**config.mk**
```make
export PLATFORM = sky130hd
export DESIGN_NAME = trace_ring_capture
export DESIGN_NICKNAME = d
export VERILOG_FILES = /design/src/rtl/trc_pkg.sv /design/src/rtl/trc_dpath.sv /design/src/rtl/trc_ctrl.sv /design/src/rtl/trace_ring_capture.sv
export SDC_FILE = /design/constraint.sdc
export NUM_CORES = 1
export LEC_CHECK = 0
export BUFFER_PORTS_ARGS = -buffer_cell sky130_fd_sc_hd__buf_2
export CORE_ASPECT_RATIO = 0.5
export CORE_MARGIN = 10
export CORE_UTILIZATION = 25
export DETAILED_ROUTE_END_ITERATION = 6
export GPL_TIMING_DRIVEN = 0
export SLEW_MARGIN = 0
export SYNTH_ARGS = -nofsm -noshare
export SYNTH_HDL_FRONTEND = slang
export SYNTH_SLANG_ARGS = --single-unit
```
**constraint.sdc**
```tcl
create_clock -name clk -period 8.7 [get_ports clk]
set_input_delay 0.435 -clock clk [delete_from_list [all_inputs] [get_ports clk]]
set_output_delay 0.435 -clock clk [all_outputs]
set_load 0.02 [all_outputs]
```
**src/rtl/trc_pkg.sv**
```systemverilog
package trc_pkg;
  localparam int ADDR_W = 4;

  // register word addresses; the host decodes by these values
  localparam logic [ADDR_W-1:0] REG_IDENT  = 4'd0;
  localparam logic [ADDR_W-1:0] REG_DEPTH  = 4'd1;
  localparam logic [ADDR_W-1:0] REG_WIDTH  = 4'd2;
  localparam logic [ADDR_W-1:0] REG_STATUS = 4'd3;
  localparam logic [ADDR_W-1:0] REG_DATA   = 4'd4;
  localparam logic [ADDR_W-1:0] REG_RDPTR  = 4'd5;
  localparam logic [ADDR_W-1:0] REG_WRPTR  = 4'd6;
  localparam logic [ADDR_W-1:0] REG_TRGCNT = 4'd7;
  localparam logic [ADDR_W-1:0] REG_CTRL   = 4'd8;

  // strobes from control to datapath
  typedef struct packed {
    logic accept;     // load formatter stage with the incoming word
    logic wrPtrLoad;  // host loads write pointer
    logic rdPtrLoad;  // host loads read pointer
    logic rdAdvance;  // data register read, step read pointer
  } trcStrobe_t;
endpackage

```
**src/rtl/trc_dpath.sv**
```systemverilog
module trc_dpath
  import trc_pkg::*;
#(
  parameter int DEPTH = 16,
  parameter int WIDTH = 24,
  localparam int PTR_W = $clog2(DEPTH)
) (
  input  logic             clk,
  input  logic             rstN,
  input  trcStrobe_t       strb,
  input  logic [PTR_W-1:0] ptrVal,
  input  logic [WIDTH-1:0] traceData,
  output logic             stageValid,
  output logic [PTR_W-1:0] wrPtr,
  output logic [PTR_W-1:0] rdPtr,
  output logic [WIDTH-1:0] rdWord,
  output logic             wrapPulse
);
  logic [WIDTH-1:0] stageData;
  logic [WIDTH-1:0] mem [DEPTH];

  // formatter stage: one word of latency between acceptance and storage
  always_ff @(posedge clk) begin
    if (!rstN) begin
      stageValid <= 1'b0;
      stageData  <= '0;
    end else begin
      stageValid <= strb.accept;
      if (strb.accept) stageData <= traceData;
    end
  end

  always_ff @(posedge clk) begin
    if (stageValid) mem[wrPtr] <= stageData;
  end

  always_ff @(posedge clk) begin
    if (!rstN) begin
      wrPtr <= '0;
      rdPtr <= '0;
    end else begin
      if (strb.wrPtrLoad)   wrPtr <= ptrVal;
      else if (stageValid)  wrPtr <= wrPtr + 1'b1;
      if (strb.rdPtrLoad)   rdPtr <= ptrVal;
      else if (strb.rdAdvance) rdPtr <= rdPtr + 1'b1;
    end
  end

  assign wrapPulse = stageValid && !strb.wrPtrLoad && (wrPtr == PTR_W'(DEPTH - 1));
  assign rdWord    = mem[rdPtr];
endmodule

```
**src/rtl/trc_ctrl.sv**
```systemverilog
module trc_ctrl
  import trc_pkg::*;
#(
  parameter int          DEPTH     = 16,
  parameter int          WIDTH     = 24,
  parameter int          PORT_BITS = 8,
  parameter logic [31:0] ID_VALUE  = 32'h7ACE_0001,
  localparam int PTR_W = $clog2(DEPTH),
  localparam int CNT_W = $clog2(DEPTH + 1)
) (
  input  logic              clk,
  input  logic              rstN,
  input  logic              traceValid,
  input  logic              trigIn,
  input  logic [ADDR_W-1:0] regAddr,
  input  logic              regWrEn,
  input  logic [31:0]       regWrData,
  input  logic              regRdEn,
  input  logic              stageValid,
  input  logic              wrapPulse,
  input  logic [PTR_W-1:0]  wrPtr,
  input  logic [PTR_W-1:0]  rdPtr,
  input  logic [WIDTH-1:0]  rdWord,
  output trcStrobe_t        strb,
  output logic [31:0]       regRdData,
  output logic              isFull,
  output logic              isTriggered,
  output logic              acqDone,
  output logic              fmtEmpty
);
  logic             capEn;
  logic             demux;
  logic [CNT_W-1:0] trigCnt;
  logic             wrCtrl, flagClr, cntZero, accept;
  logic             unusedWrBits;

  assign unusedWrBits = ^regWrData;

  assign wrCtrl  = regWrEn && (regAddr == REG_CTRL);
  assign flagClr = (regWrEn && (regAddr == REG_WRPTR)) || (wrCtrl && regWrData[0]);
  assign cntZero = (trigCnt == '0);
  assign accept  = capEn && traceValid && !acqDone && !(isTriggered && cntZero);

  always_comb begin
    strb.accept    = accept;
    strb.wrPtrLoad = regWrEn && (regAddr == REG_WRPTR);
    strb.rdPtrLoad = regWrEn && (regAddr == REG_RDPTR);
    strb.rdAdvance = regRdEn && (regAddr == REG_DATA) && !strb.rdPtrLoad;
  end

  always_ff @(posedge clk) begin
    if (!rstN) begin
      capEn       <= 1'b0;
      isFull      <= 1'b0;
      isTriggered <= 1'b0;
      acqDone     <= 1'b0;
      trigCnt     <= '0;
    end else begin
      if (wrCtrl) capEn <= regWrData[0];
      if (flagClr) begin
        isFull      <= 1'b0;
        isTriggered <= 1'b0;
        acqDone     <= 1'b0;
      end else begin
        if (wrapPulse) isFull <= 1'b1;
        if (trigIn && capEn) isTriggered <= 1'b1;
        if (capEn && isTriggered && cntZero) acqDone <= 1'b1;
      end
      if (regWrEn && (regAddr == REG_TRGCNT)) trigCnt <= regWrData[CNT_W-1:0];
      else if (accept && isTriggered && !cntZero) trigCnt <= trigCnt - 1'b1;
    end
  end

  // demultiplexed port mode exists only for an 8-bit trace port
  generate
    if (PORT_BITS == 8) begin : g_demux
      always_ff @(posedge clk) begin
        if (!rstN) demux <= 1'b0;
        else if (wrCtrl) demux <= regWrData[1];
      end
    end else begin : g_noDemux
      assign demux = 1'b0;
    end
  endgenerate

  assign fmtEmpty = !stageValid;

  always_comb begin
    case (regAddr)
      REG_IDENT:  regRdData = ID_VALUE;
      REG_DEPTH:  regRdData = 32'(DEPTH);
      REG_WIDTH:  regRdData = 32'(WIDTH);
      REG_STATUS: regRdData = {28'd0, fmtEmpty, acqDone, isTriggered, isFull};
      REG_DATA:   regRdData = 32'(rdWord);
      REG_RDPTR:  regRdData = 32'(rdPtr);
      REG_WRPTR:  regRdData = 32'(wrPtr);
      REG_TRGCNT: regRdData = 32'(trigCnt);
      REG_CTRL:   regRdData = {30'd0, demux, capEn};
      default:    regRdData = 32'd0;
    endcase
  end
endmodule

```
**src/rtl/trace_ring_capture.sv**
```systemverilog
module trace_ring_capture
  import trc_pkg::*;
#(
  parameter int          DEPTH     = 16,
  parameter int          WIDTH     = 24,
  parameter int          PORT_BITS = 8,
  parameter logic [31:0] ID_VALUE  = 32'h7ACE_0001,
  localparam int PTR_W = $clog2(DEPTH)
) (
  input  logic              clk,
  input  logic              rstN,
  input  logic [WIDTH-1:0]  traceData,
  input  logic              traceValid,
  input  logic              trigIn,
  input  logic [3:0]        regAddr,
  input  logic              regWrEn,
  input  logic [31:0]       regWrData,
  input  logic              regRdEn,
  output logic [31:0]       regRdData,
  output logic              isFull,
  output logic              isTriggered,
  output logic              acqDone,
  output logic              fmtEmpty
);
  trcStrobe_t       strb;
  logic             stageValid;
  logic             wrapPulse;
  logic [PTR_W-1:0] wrPtr;
  logic [PTR_W-1:0] rdPtr;
  logic [WIDTH-1:0] rdWord;

  trc_ctrl #(
    .DEPTH(DEPTH), .WIDTH(WIDTH), .PORT_BITS(PORT_BITS), .ID_VALUE(ID_VALUE)
  ) u_ctrl (
    .clk(clk), .rstN(rstN), .traceValid(traceValid), .trigIn(trigIn),
    .regAddr(regAddr), .regWrEn(regWrEn), .regWrData(regWrData), .regRdEn(regRdEn),
    .stageValid(stageValid), .wrapPulse(wrapPulse), .wrPtr(wrPtr), .rdPtr(rdPtr),
    .rdWord(rdWord), .strb(strb), .regRdData(regRdData), .isFull(isFull),
    .isTriggered(isTriggered), .acqDone(acqDone), .fmtEmpty(fmtEmpty)
  );

  trc_dpath #(.DEPTH(DEPTH), .WIDTH(WIDTH)) u_dpath (
    .clk(clk), .rstN(rstN), .strb(strb), .ptrVal(regWrData[PTR_W-1:0]),
    .traceData(traceData), .stageValid(stageValid), .wrPtr(wrPtr), .rdPtr(rdPtr),
    .rdWord(rdWord), .wrapPulse(wrapPulse)
  );
endmodule

```
Word-level counts from Yosys, hierarchy flattened
Memories as Yosys holds them, arrays and structs flattened. A register that Yosys moved wholly into a read port is not among the register bits.
Index checks and enable logic that the tools add are counted.
{"block": "word_totals", "register_bits": 43, "ram_bits": 384, "inputBits": 66, "output_inout_bits": 36, "wordCells": 66, "n_memories": 1}
{"block": "classes", "add_sub_neg": 3, "n_eq_ne": 9, "n_mux": 11, "bitwise": 1, "n_reduce_logical": 31}
{"name": "u_dpath.mem", "words": 16, "word_bits": 24, "rd": 1, "rd_ports_with_merged_regs": 1, "write_ports": 1, "line": "trc_dpath.sv:20", "source": "logic [WIDTH-1:0] mem [DEPTH];"}
{"cell": "31-bit case mux with 9 select lines", "count": 1}
{"cell": "4-bit two-way mux", "count": 6}
{"cell": "1-bit logical AND", "count": 18}
{"cell": "4-bit by 3-bit equality test with 1-bit output (second input constant)", "count": 4}
{"cell": "5-bit two-way mux", "count": 2}
{"cell": "4-bit by 1-bit adder with 4-bit output (second input constant)", "count": 2}
{"cell": "4-bit by 2-bit equality test with 1-bit output (second input constant)", "count": 2}
{"cell": "4-bit equality test (second input constant)", "count": 2}
{"cell": "1-bit logical NOT", "count": 6}
{"cell": "2-bit nonzero test", "count": 3}
{"cell": "5-bit logical NOT", "count": 1}
{"cell": "5-bit by 1-bit subtractor with 5-bit output (second input constant)", "count": 1}
{"cell": "4-bit by 1-bit equality test with 1-bit output (second input constant)", "count": 1}
{"cell": "4-bit logical NOT", "count": 1}
{"cell": "1-bit two-way mux", "count": 2}
{"cell": "2-bit OR reduction", "count": 1}
{"cell": "1-bit logical OR", "count": 1}
{"cell": "1-bit NOT", "count": 1}

Depth between registers and ports, before layout
Gate-level depths: netlist of the first run.
{"block": "logic_depth", "depth_word": 8, "depth_mapped": 9, "ltp_nobuf": 6}

By module
From an unflattened synthesis of the first run, not the netlist that was laid out.
{"block": "hier_totals", "hier_cells": 890, "hier_area_um2": 17015.1}
{"module": "trc_dpath", "instances": 1, "cells_each": 748, "area_each_um2": 15939.0, "seq_area_each_um2": 12271.8}
{"module": "trc_ctrl", "instances": 1, "cells_each": 142, "area_each_um2": 1076.0, "seq_area_each_um2": 200.2}

Worst setup path after synthesis of the first run
No wires, ideal clock.
{"block": "synth_timing", "kind": "register -> register", "from": "reg u_dpath.stageValid", "to": "mem u_dpath.mem[3][0] (enable)", "setup_time_ns": 0.435, "t_arrival_ns": 2.427, "t_required_ns": 8.265, "setup_slack_ns": 5.838, "stages_incl_launch_ff": 4, "path_buffers": 1, "synth_period_minus_slack_ns": 2.862, "cell_sequence": "dfxtp_1 -> clkbuf_1 -> nand2_1 -> nor3_1"}
{"block": "synth_via", "elab_chain_len": 2}
{"element": "from (decl)", "line": "trc_dpath.sv:13", "source": "output logic stageValid,"}
{"element": "from (signal assigned)", "line": "trc_dpath.sv:28", "source": "stageValid <= strb.accept;"}
{"element": "1-bit two-way mux", "line": "trc_dpath.sv:34", "source": "if (stageValid) mem[wrPtr] <= stageData;"}
{"element": "1-bit two-way mux (not written as such)", "line": "trc_dpath.sv:34"}
{"element": "to (decl)", "line": "trc_dpath.sv:20"}
No other way between the ends.

==> results_tabular.tex, run 1 <==
\begin{tabular}{lr}
\hline
Metric & Value \\
\hline
\multicolumn{2}{l}{\textbf{Status}} \\
Run status & completed \\
\multicolumn{2}{l}{\textbf{Setup path}} \\
Data required time of the critical path & between 8000 and 9000 ps \\
Critical-path top delay cell & sky130\_fd\_sc\_hd\_\_buf\_2 \\
Combined buffer and inverter count along the critical path & 4 \\
Critical R2R Launch & u\_dpath.stageValid \\
Critical path's top delay family & buffers and inverters \\
Critical path class & flop to output pin \\
Startpoint type of the worst setup path & flop \\
Data arrival time of the worst path & 3230 ps \\
Maximum net fanout on the critical path & 10 \\
Internal reg-to-reg setup slack & $\sim$6300 ps \\
Largest stage delay on the critical path & 390 ps \\
Cell repeated most along the worst path & sky130\_fd\_sc\_hd\_\_buf\_2 \\
Reg2Reg Depth & 5 \\
Sort of element at the end of the critical path & output pin \\
Worst reg2reg endpoint & u\_dpath.mem[0][8] \\
Critical path cell sequence & buf\_6 -> buf\_2 -> buf\_2 -> mux4\_2 -> mux2i\_1 -> o32a\_1 -> o21ai\_0 -> buf\_2 \\
\multicolumn{2}{l}{\textbf{CTS}} \\
Quantity of hold-fixing buffers added after cts & 0 \\
Clock buffer depth & 3 \\
Level count of the clock H-tree & 2 \\
Clock Sinks & $\sim$430 \\
Clock transition at the registers of the reported paths & 60 ps \\
Number of buffers created by CTS & 44 \\
Clock latency at the later pin of the worst-skew pair & 550 ps \\
Number of gates given a new drive strength after cts & 0 \\
Cell chosen for the clock root & sky130\_fd\_sc\_hd\_\_clkbuf\_16 \\
Number of buffers added for setup after CTS & 0 \\
CTS tree & built \\
\multicolumn{2}{l}{\textbf{Floorplan}} \\
Total Die Area & about 0.079 mm\^{}2 \\
Effective utilization at floorplan & 0.2527 \\
Std cell rows & 67 \\
I/O pin total & 102 \\
Area of the placeable core & approximately 0.067 mm\^{}2 \\
DIE WIDTH & around 390 um \\
Die height & about 200 um \\
\multicolumn{2}{l}{\textbf{Placement}} \\
Cell Area, Placed & 0.01894 mm\^{}2 \\
Total half-perimeter wirelength after legalization and detailed placement & 26.32 mm \\
I/O Buffers & between 60 and 70 \\
Routability Congestion & between 0.8 and 0.9 \\
\multicolumn{2}{l}{\textbf{GRT}} \\
Global routing usage on met2 & 0.1892 \\
Maximum number of pins on one net before global-route repair & 21 \\
Vias in the first global route & 8,835 \\
Grt peak-use layer & met2 \\
First-pass GRT wire length & between 50 and 60 mm \\
Number of antenna violations at the first check in global routing & 1 \\
Total routing resource utilization after global routing & 0.1004 \\
Remaining global-route overflow & 0 \\
Global-route met3 utilization & 0.01707 \\
Met1 usage in global routing & 0.1172 \\
\multicolumn{2}{l}{\textbf{Logic synthesis}} \\
Yosys top cell area share & 0.6814 \\
Main area contributors after synthesis & sky130\_fd\_sc\_hd\_\_edfxtp\_1, sky130\_fd\_sc\_hd\_\_mux4\_2, sky130\_fd\_sc\_hd\_\_dfxtp\_1, sky130\_fd\_sc\_hd\_\_mux2i\_1, sky130\_fd\_sc\_hd\_\_nor2\_1 \\
Synthesized area divided by synthesized cell count & 19.66 um\^{}2 \\
Mapped cell area & 0.01692 mm\^{}2 \\
Post-synth EDFFs & roughly 380 \\
Dominant register cell in the synthesized netlist & sky130\_fd\_sc\_hd\_\_edfxtp\_1 \\
Number of synthesized register bits & around 430 \\
Syn Inst Count & around 860 \\
Count of yosys warnings during synthesis & 0 \\
Sequential area share after synthesis & 0.7370 \\
Count of unique library cells instantiated by Yosys & 48 \\
Synth area leader & sky130\_fd\_sc\_hd\_\_edfxtp\_1 \\
Share of flip-flops with an asynchronous set or reset after synthesis & 0 \\
\multicolumn{2}{l}{\textbf{Power}} \\
Static leakage power & 5.718 nW \\
Highest ir drop seen on vdd & approximately 0.13 mV \\
Power density of the placed cells & a little over 200 mW/mm\^{}2 \\
\multicolumn{2}{l}{\textbf{Finish}} \\
Most frequent cells in the layout & sky130\_fd\_sc\_hd\_\_edfxtp\_1, sky130\_fd\_sc\_hd\_\_mux4\_2, sky130\_fd\_sc\_hd\_\_buf\_2 \\
Area growth from synthesis to layout & 20.31\% \\
Number of fillers in the final layout & 6,427 \\
Footprint of the flip-flops and latches & about 0.012 mm\^{}2 \\
Multi-input gate area & between 0.004 and 0.005 mm\^{}2 \\
Layout cells sized above 1 & 0.3044 \\
Final \#Nets & $\sim$1,100 \\
Post-route cell area & $\sim$0.020 mm\^{}2 \\
Most common library cell in the layout ignoring fill and taps & sky130\_fd\_sc\_hd\_\_edfxtp\_1 \\
\multicolumn{2}{l}{\textbf{STA}} \\
Minimum clock period after layout & between 3000 and 4000 ps \\
Highest clock frequency the design can meet & around 270 MHz \\
Measured slew at the worst slew-check pin & $\sim$860 ps \\
Count of final max-slew check failures & 0 \\
Endpoints failing setup & 0 \\
Max-slew headroom & 0.4282 \\
Final worst clock skew & 26.06 ps \\
RSZ-0062 raised after global routing & false \\
Total negative slack for setup checks & 0 ps \\
Final cycle utilization of the critical path & 0.4215 \\
Hold Fails Final Rpt & 0 \\
\multicolumn{2}{l}{\textbf{Run}} \\
Max-cap violations & 0 \\
\multicolumn{2}{l}{\textbf{Drt}} \\
Final antenna-violating net count & 0 \\
Total wirelength of the detailed-routed design & about 40 mm \\
Drc violations & 0 \\
Detailed Routing Iterations Pass 1 & 5 \\
Wirelength per Cell & between 20 and 25 um \\
Number of DRC markers in iteration 0 & slightly below 700 \\
Mean number of vias per cell & $\sim$4.4 \\
Via count & roughly 8,400 \\
\multicolumn{2}{l}{\textbf{Min path}} \\
Worst Hold Endpoint & u\_dpath.stageData[12] \\
Min-delay worst type & input port to flop \\
Cells on Worst Hold Path & 3 \\
Worst Hold Launch & traceData[12] \\
\hline
\end{tabular}
[cell usage after synthesis (3+ instances only)]
| master | n |
|---|---|
| sky130_fd_sc_hd__nand2b_1 | 5 |
| sky130_fd_sc_hd__nor3_1 | 7 |
| sky130_fd_sc_hd__buf_8 | 3 |
| sky130_fd_sc_hd__mux2i_1 | 74 |
| sky130_fd_sc_hd__and3_1 | 3 |
| sky130_fd_sc_hd__nand2_1 | 12 |
| sky130_fd_sc_hd__a32oi_1 | 4 |
| sky130_fd_sc_hd__o22ai_1 | 18 |
| sky130_fd_sc_hd__a21oi_1 | 6 |
| sky130_fd_sc_hd__ha_1 | 6 |
| sky130_fd_sc_hd__buf_6 | 5 |
| sky130_fd_sc_hd__xor2_1 | 6 |
| sky130_fd_sc_hd__inv_1 | 7 |
| sky130_fd_sc_hd__o21ai_0 | 5 |
| sky130_fd_sc_hd__a211oi_1 | 7 |
| sky130_fd_sc_hd__edfxtp_1 | 384 |
| sky130_fd_sc_hd__clkbuf_1 | 12 |
| sky130_fd_sc_hd__dfxtp_1 | 47 |
| sky130_fd_sc_hd__nand4_1 | 3 |
| sky130_fd_sc_hd__buf_4 | 16 |
| sky130_fd_sc_hd__or3_1 | 8 |
| sky130_fd_sc_hd__nor2b_1 | 3 |
| sky130_fd_sc_hd__nor2_1 | 66 |
| sky130_fd_sc_hd__mux4_2 | 95 |
| sky130_fd_sc_hd__buf_2 | 18 |
| sky130_fd_sc_hd__mux2_2 | 5 |
| sky130_fd_sc_hd__nand3_1 | 9 |
[registers in the layout (all words and copies together) (netlist names), named ones only]
| name | count |
|---|---|
| u_ctrl.acqDone | 1 |
| u_dpath.wrPtr | 4 |
| u_dpath.stageData | 24 |
| u_ctrl.trigCnt | 5 |
| u_ctrl.demux | 1 |
| u_ctrl.isTriggered | 1 |
| u_dpath.stageValid | 1 |
| u_dpath.rdPtr | 4 |
| u_ctrl.isFull | 1 |
| u_dpath.mem | 384 |
| u_ctrl.capEn | 1 |
[per-stage QoR]
stage	worst slack, ps	hold slack [ps]	utilization	power (W)	cells
after floorplan	5838	451.5	-	0.002325	863
after global placement	3598	482.4	0.2747	0.002360	1829
after detailed placement	5372	499.0	0.2828	0.002362	1854
after CTS	4934	94.68	0.3039	0.004195	1935
after global routing	4826	114.0	0.3039	0.004294	1935
final	5033	117.5	0.3040	0.004164	1936
[area by class of cell]
class | instances | share of cell area
inverters | 8 | 0.001475
clock buffers | 63 | 0.06213
plain buffers | 55 | 0.01770
flip-flops and latches | 431 | 0.6125
well taps | 897 | 0.05512
multi-input cells | 369 | 0.2056
repair buffers | 94 | 0.03779
diodes | 1 | 0.0001229
clock inverters | 18 | 0.007559
[worst min-delay path: stages]
cell and delay [ps]:
sky130_fd_sc_hd__buf_2 80, sky130_fd_sc_hd__mux2i_1 50, sky130_fd_sc_hd__nor2_1 70
[where the power goes]
group | switching (W) | leakage (nW) | total (W) | internal (W)
registers | 0.00000393 | 3.29 | 0.00223 | 0.00222
clock network | 0.000774 | 0.695 | 0.00185 | 0.00107
logic | 0.0000530 | 1.74 | 0.0000882 | 0.0000352
[metal layers]
| metal | part of all wire | up-vias |
|---|---|---|
| met5 | 0 | - |
| met2 | 0.54 | 175 |
| met3 | 0.038 | 57 |
| met1 | 0.40 | 4409 |
| met4 | 0.021 | 0 |
| li1 | - | 3782 |
[logic make-up (layout without fill, tap and decap cells)]
| logic type | after synthesis | in the layout | synth area share |
|---|---|---|---|
| AOI/OAI and AO/OA | 54 | 54 | 0.02188 |
| xor gates and xnor gates | 8 | 8 | 0.004140 |
| and+or+nand+nor | 123 | 123 | 0.03423 |
| adders and majority gates | 6 | 6 | 0.004436 |
| muxes | 175 | 175 | 0.1751 |
| DFF | 431 | 431 | 0.7370 |
| buffers and inverters | 63 | 238 | 0.02307 |
| other | 1 | 4 | 0.0002216 |
[worst max path at each step]
stage / from / cells past startpoint / to / slack [ps]
2_1_floorplan: u_dpath.stageValid / 3 / u_dpath.mem[3][0] / 5840
3_3_place_gp: u_dpath.stageValid / 3 / u_dpath.mem[3][7] / 3600
3_5_place_dp: regAddr[0] / 7 / regRdData[8] / 5370
4_1_cts: flop / 8 / regRdData[4] / 4930
5_1_grt: flop / 8 / regRdData[4] / 4830
6_report: flop / 8 / regRdData[4] / 5030
Power figures use the tool's default switching activity.
==> inputs of run 2 (changes only) <==
--- a/config.mk
+++ b/config.mk
@@ -5,6 +5,7 @@
 export SDC_FILE = /design/constraint.sdc
 export NUM_CORES = 1
 export LEC_CHECK = 0
+export ABC_AREA = 1
 export BUFFER_PORTS_ARGS = -buffer_cell sky130_fd_sc_hd__buf_2
 export CORE_ASPECT_RATIO = 0.5
 export CORE_MARGIN = 10
==> constraint.sdc (replaced) <==
create_clock -name clk -period 3.5 [get_ports clk]
set_input_delay 0.175 -clock clk [delete_from_list [all_inputs] [get_ports clk]]
set_output_delay 0.175 -clock clk [all_outputs]
set_load 0.02 [all_outputs]
==> results_tabular.tex, run 2 <==
\begin{tabular}{lr}
\hline
Metric & Value \\
\hline
\multicolumn{2}{l}{\textbf{Finish}} \\
Most common library cell in the layout ignoring fill and taps & sky130\_fd\_sc\_hd\_\_nand2\_1 \\
Layout cells sized above 1 & 0.1070 (-0.1974) \\
Post-route non-filler standard cell count & 2,948 (+52\%) \\
Number of flip-flops under the largest register name & 384 (unchanged) \\
Register ranked first by flip-flop count & u\_dpath.mem \\
Most frequent cells in the layout & sky130\_fd\_sc\_hd\_\_nand2\_1, sky130\_fd\_sc\_hd\_\_edfxtp\_1, sky130\_fd\_sc\_hd\_\_nand3\_1 \\
Antenna diode count & 0 (-1) \\
Area growth from synthesis to layout & 19.76\% \\
Core Util, Final & 0.3052 (+0.001205) \\
Final \#Nets & 2,031 (+89\%) \\
Largest regs & u\_dpath.mem (384), u\_dpath.stageData (24), u\_ctrl.trigCnt (5) \\
\multicolumn{2}{l}{\textbf{Setup path}} \\
Sort of element at the end of the critical path & output pin \\
Data required time of the critical path & 3320 ps (-4950 ps) \\
Data arrival time of the worst path & 3170 ps (-60 ps) \\
Startpoint type of the worst setup path & flop \\
Critical path class & flop to output pin \\
Internal reg-to-reg setup slack & 980 ps (-5290 ps) \\
Maximum net fanout on the critical path & 10 (unchanged) \\
\multicolumn{2}{l}{\textbf{Power}} \\
Power density of the placed cells & 480.4 mW/mm\^{}2 (+130\%) \\
Static leakage power & 8.787 nW (+54\%) \\
Highest ir drop seen on vdd & 0.3147 mV (+150\%) \\
\multicolumn{2}{l}{\textbf{GRT}} \\
Total routing resource utilization after global routing & 0.1252 (+0.02479) \\
Number of antenna violations at the first check in global routing & 1 (unchanged) \\
First-pass GRT wire length & 81.25 mm (+36\%) \\
Vias in the first global route & 12,602 (+43\%) \\
Maximum number of pins on one net before global-route repair & 25 (+19\%) \\
Remaining global-route overflow & 0 (unchanged) \\
\multicolumn{2}{l}{\textbf{CTS}} \\
Clock buffer depth & 3 (unchanged) \\
Number of buffers created by CTS & 45 (+2.3\%) \\
Level count of the clock H-tree & 2 (unchanged) \\
CTS tree & built \\
Cell chosen for the clock root & sky130\_fd\_sc\_hd\_\_clkbuf\_16 \\
Clock latency at the later pin of the worst-skew pair & 570 ps (+20 ps) \\
Number of buffers added for setup after CTS & 0 (unchanged) \\
Clock Sinks & 431 (unchanged) \\
Clock transition at the registers of the reported paths & 60 ps (about the same) \\
\multicolumn{2}{l}{\textbf{Placement}} \\
Placed insts & 2,839 (+53\%) \\
Total half-perimeter wirelength after legalization and detailed placement & 37.10 mm (+41\%) \\
Setup slack after placement & 782.0 ps (-4590 ps) \\
Routability Congestion & 0.8762 (+9.4\%) \\
I/O Buffers & 70 (+1.4\%) \\
\multicolumn{2}{l}{\textbf{Logic synthesis}} \\
Syn Inst Count & 1,799 (+110\%) \\
Most instantiated cells after synthesis & sky130\_fd\_sc\_hd\_\_nand2\_1, sky130\_fd\_sc\_hd\_\_edfxtp\_1, sky130\_fd\_sc\_hd\_\_nand3\_1, sky130\_fd\_sc\_hd\_\_nor2\_1, sky130\_fd\_sc\_hd\_\_inv\_1 \\
Synth area leader & sky130\_fd\_sc\_hd\_\_edfxtp\_1 \\
Mapped cell area & 0.01826 mm\^{}2 (+7.9\%) \\
Count of unique library cells instantiated by Yosys & 24 (-50\%) \\
Synthesized area divided by synthesized cell count & 10.15 um\^{}2 (-48\%) \\
Share of flip-flops with an asynchronous set or reset after synthesis & 0 (unchanged) \\
Number of synthesized register bits & 431 (unchanged) \\
Dominant cell by count in the synthesized netlist & sky130\_fd\_sc\_hd\_\_nand2\_1 \\
Dominant register cell in the synthesized netlist & sky130\_fd\_sc\_hd\_\_edfxtp\_1 \\
Post-synth EDFFs & 384 (unchanged) \\
Main area contributors after synthesis & sky130\_fd\_sc\_hd\_\_edfxtp\_1, sky130\_fd\_sc\_hd\_\_nand2\_1, sky130\_fd\_sc\_hd\_\_nand3\_1, sky130\_fd\_sc\_hd\_\_dfxtp\_1, sky130\_fd\_sc\_hd\_\_nor2\_1 \\
Count of yosys warnings during synthesis & 0 (unchanged) \\
Sequential area share after synthesis & 0.6830 (-0.05393) \\
Yosys top cell area share & 0.6315 (-0.04986) \\
\multicolumn{2}{l}{\textbf{STA}} \\
Count of final max-slew check failures & 0 (unchanged) \\
Final setup slack of the worst path & 157.5 ps (-4875 ps) \\
Minimum clock period after layout & roughly 3300 ps \\
Final cycle utilization of the critical path & 0.9550 \\
Measured slew at the worst slew-check pin & 961.3 ps (+103.7 ps) \\
Max-slew headroom & 0.3576 (-0.07064) \\
Total negative slack for setup checks & 0 ps (unchanged) \\
Final hold slack & 27.48 ps (-90.06 ps) \\
Highest clock frequency the design can meet & approximately 300 MHz \\
Final worst clock skew & 12.96 ps (-13.10 ps) \\
Hold Fails Final Rpt & 0 (unchanged) \\
RSZ-0062 raised after global routing & false \\
Endpoints failing setup & 0 (unchanged) \\
\multicolumn{2}{l}{\textbf{Drt}} \\
Total wirelength of the detailed-routed design & 55.39 mm (+36\%) \\
Via count & 13,415 (+59\%) \\
Detailed Routing Iterations Pass 1 & 5 (unchanged) \\
Wirelength per Cell & 18.79 um (-11\%) \\
Mean number of vias per cell & 4.551 (+4.6\%) \\
Final antenna-violating net count & 0 (unchanged) \\
Drc violations & 0 (unchanged) \\
Number of DRC markers in iteration 0 & 1,541 (+120\%) \\
\multicolumn{2}{l}{\textbf{Floorplan}} \\
Total Die Area & 0.08491 mm\^{}2 (+7.3\%) \\
Effective utilization at floorplan & 0.2548 (+0.002161) \\
Area of the placeable core & 0.07166 mm\^{}2 (+7.0\%) \\
DIE WIDTH & 402.2 um (+3.7\%) \\
Std cell rows & 69 (+3.0\%) \\
I/O pin total & 102 (unchanged) \\
Die height & 211.1 um (+3.5\%) \\
\multicolumn{2}{l}{\textbf{Status}} \\
Run status & completed \\
\multicolumn{2}{l}{\textbf{Min path}} \\
Min-delay worst type & input port to flop \\
\multicolumn{2}{l}{\textbf{Run}} \\
Max-cap violations & 0 (unchanged) \\
\hline
\end{tabular}
[run 2: changes by cell type after synthesis, moves of 8 or more]
cell	before	now
sky130_fd_sc_hd__a21oi_1	6	23
sky130_fd_sc_hd__buf_1	1	11
sky130_fd_sc_hd__buf_2	18	35
sky130_fd_sc_hd__clkbuf_1	12	31
sky130_fd_sc_hd__inv_1	7	189
sky130_fd_sc_hd__mux2i_1	74	0
sky130_fd_sc_hd__mux4_2	95	0
sky130_fd_sc_hd__nand2_1	12	507
sky130_fd_sc_hd__nand3_1	9	225
sky130_fd_sc_hd__nor2_1	66	206
sky130_fd_sc_hd__o21ai_0	5	95
sky130_fd_sc_hd__o22ai_1	18	2
sky130_fd_sc_hd__or3_1	8	0
[run 2: logic make-up (layout without fill, tap and decap cells)]
logic type | count (synthesis) | after routing | synth area share
compound gates | 123 | 123 | 0.03419
flops | 431 | 431 | 0.6830
xor+xnor | 4 | 4 | 0.001919
buf+inv | 287 | 476 | 0.06551
other cells | 1 | 3 | 0.0002054
fa+ha+maj | 6 | 6 | 0.004111
simple gates | 947 | 947 | 0.2110
[run 2: per-layer routing]
layer / vias up / global-route usage / part of all wire
met1: 6452 / 0.1663 / 0.42
met4: 0 / 0.04444 / 0.031
met2: 605 / 0.2068 / 0.46
met3: 101 / 0.01866 / 0.089
met5: - / 0 / 0
li1: 6257 / - / -
[run 2: layout make-up]
cell class	instances	area, um^2
Clock inverter	14	91.34
Multi-Input combinational cell	1083	4720
Inverter	192	720.7
Buffer	95	475.5
Clock buffer	64	1300
Fill cell	7286	49790
Timing Repair Buffer	111	890.9
Tap cell	958	1199
Sequential cell	431	12470
[run 2: critical path, stage by stage (launching register included)]
cell	delay, ps
sky130_fd_sc_hd__dfxtp_1	380
sky130_fd_sc_hd__inv_1	160
sky130_fd_sc_hd__clkbuf_1	610
sky130_fd_sc_hd__clkbuf_1	700
sky130_fd_sc_hd__nand3_1	280
sky130_fd_sc_hd__nand3_1	140
sky130_fd_sc_hd__a21oi_1	130
sky130_fd_sc_hd__buf_2	200
[run 2: repair_timing]
action                                 4_1_cts  5_1_grt
endpoints found under the hold margin       34        0
hold buffers                                31        0
gates resized for setup                      0        0
[run 2: worst paths after layout]
check	startpoint	to	cells after the start
max	flop	regRdData[16]	7
min	regWrData[2]	u_dpath.rdPtr[2]	5
max reg2reg	u_ctrl.trigCnt[0]	u_dpath.stageData[22]	9
min reg2reg	u_ctrl.demux	u_ctrl.demux	2
[run 2: per-stage QoR]
step,area (um^2),power [W]
6_report,21870,0.01051
5_1_grt,21870,0.01078
4_1_cts,21870,0.01055
3_5_place_dp,20170,0.006007
3_3_place_gp,19820,0.005999
2_1_floorplan,18270,0.005855
[run 2: power by group]
part           leakage (nW)  switching, W  internal, W  total (W)
Sequential             3.94     0.0000200      0.00554    0.00556
Combinational          4.16      0.000254     0.000122   0.000376
Clock                 0.687       0.00193      0.00264    0.00457
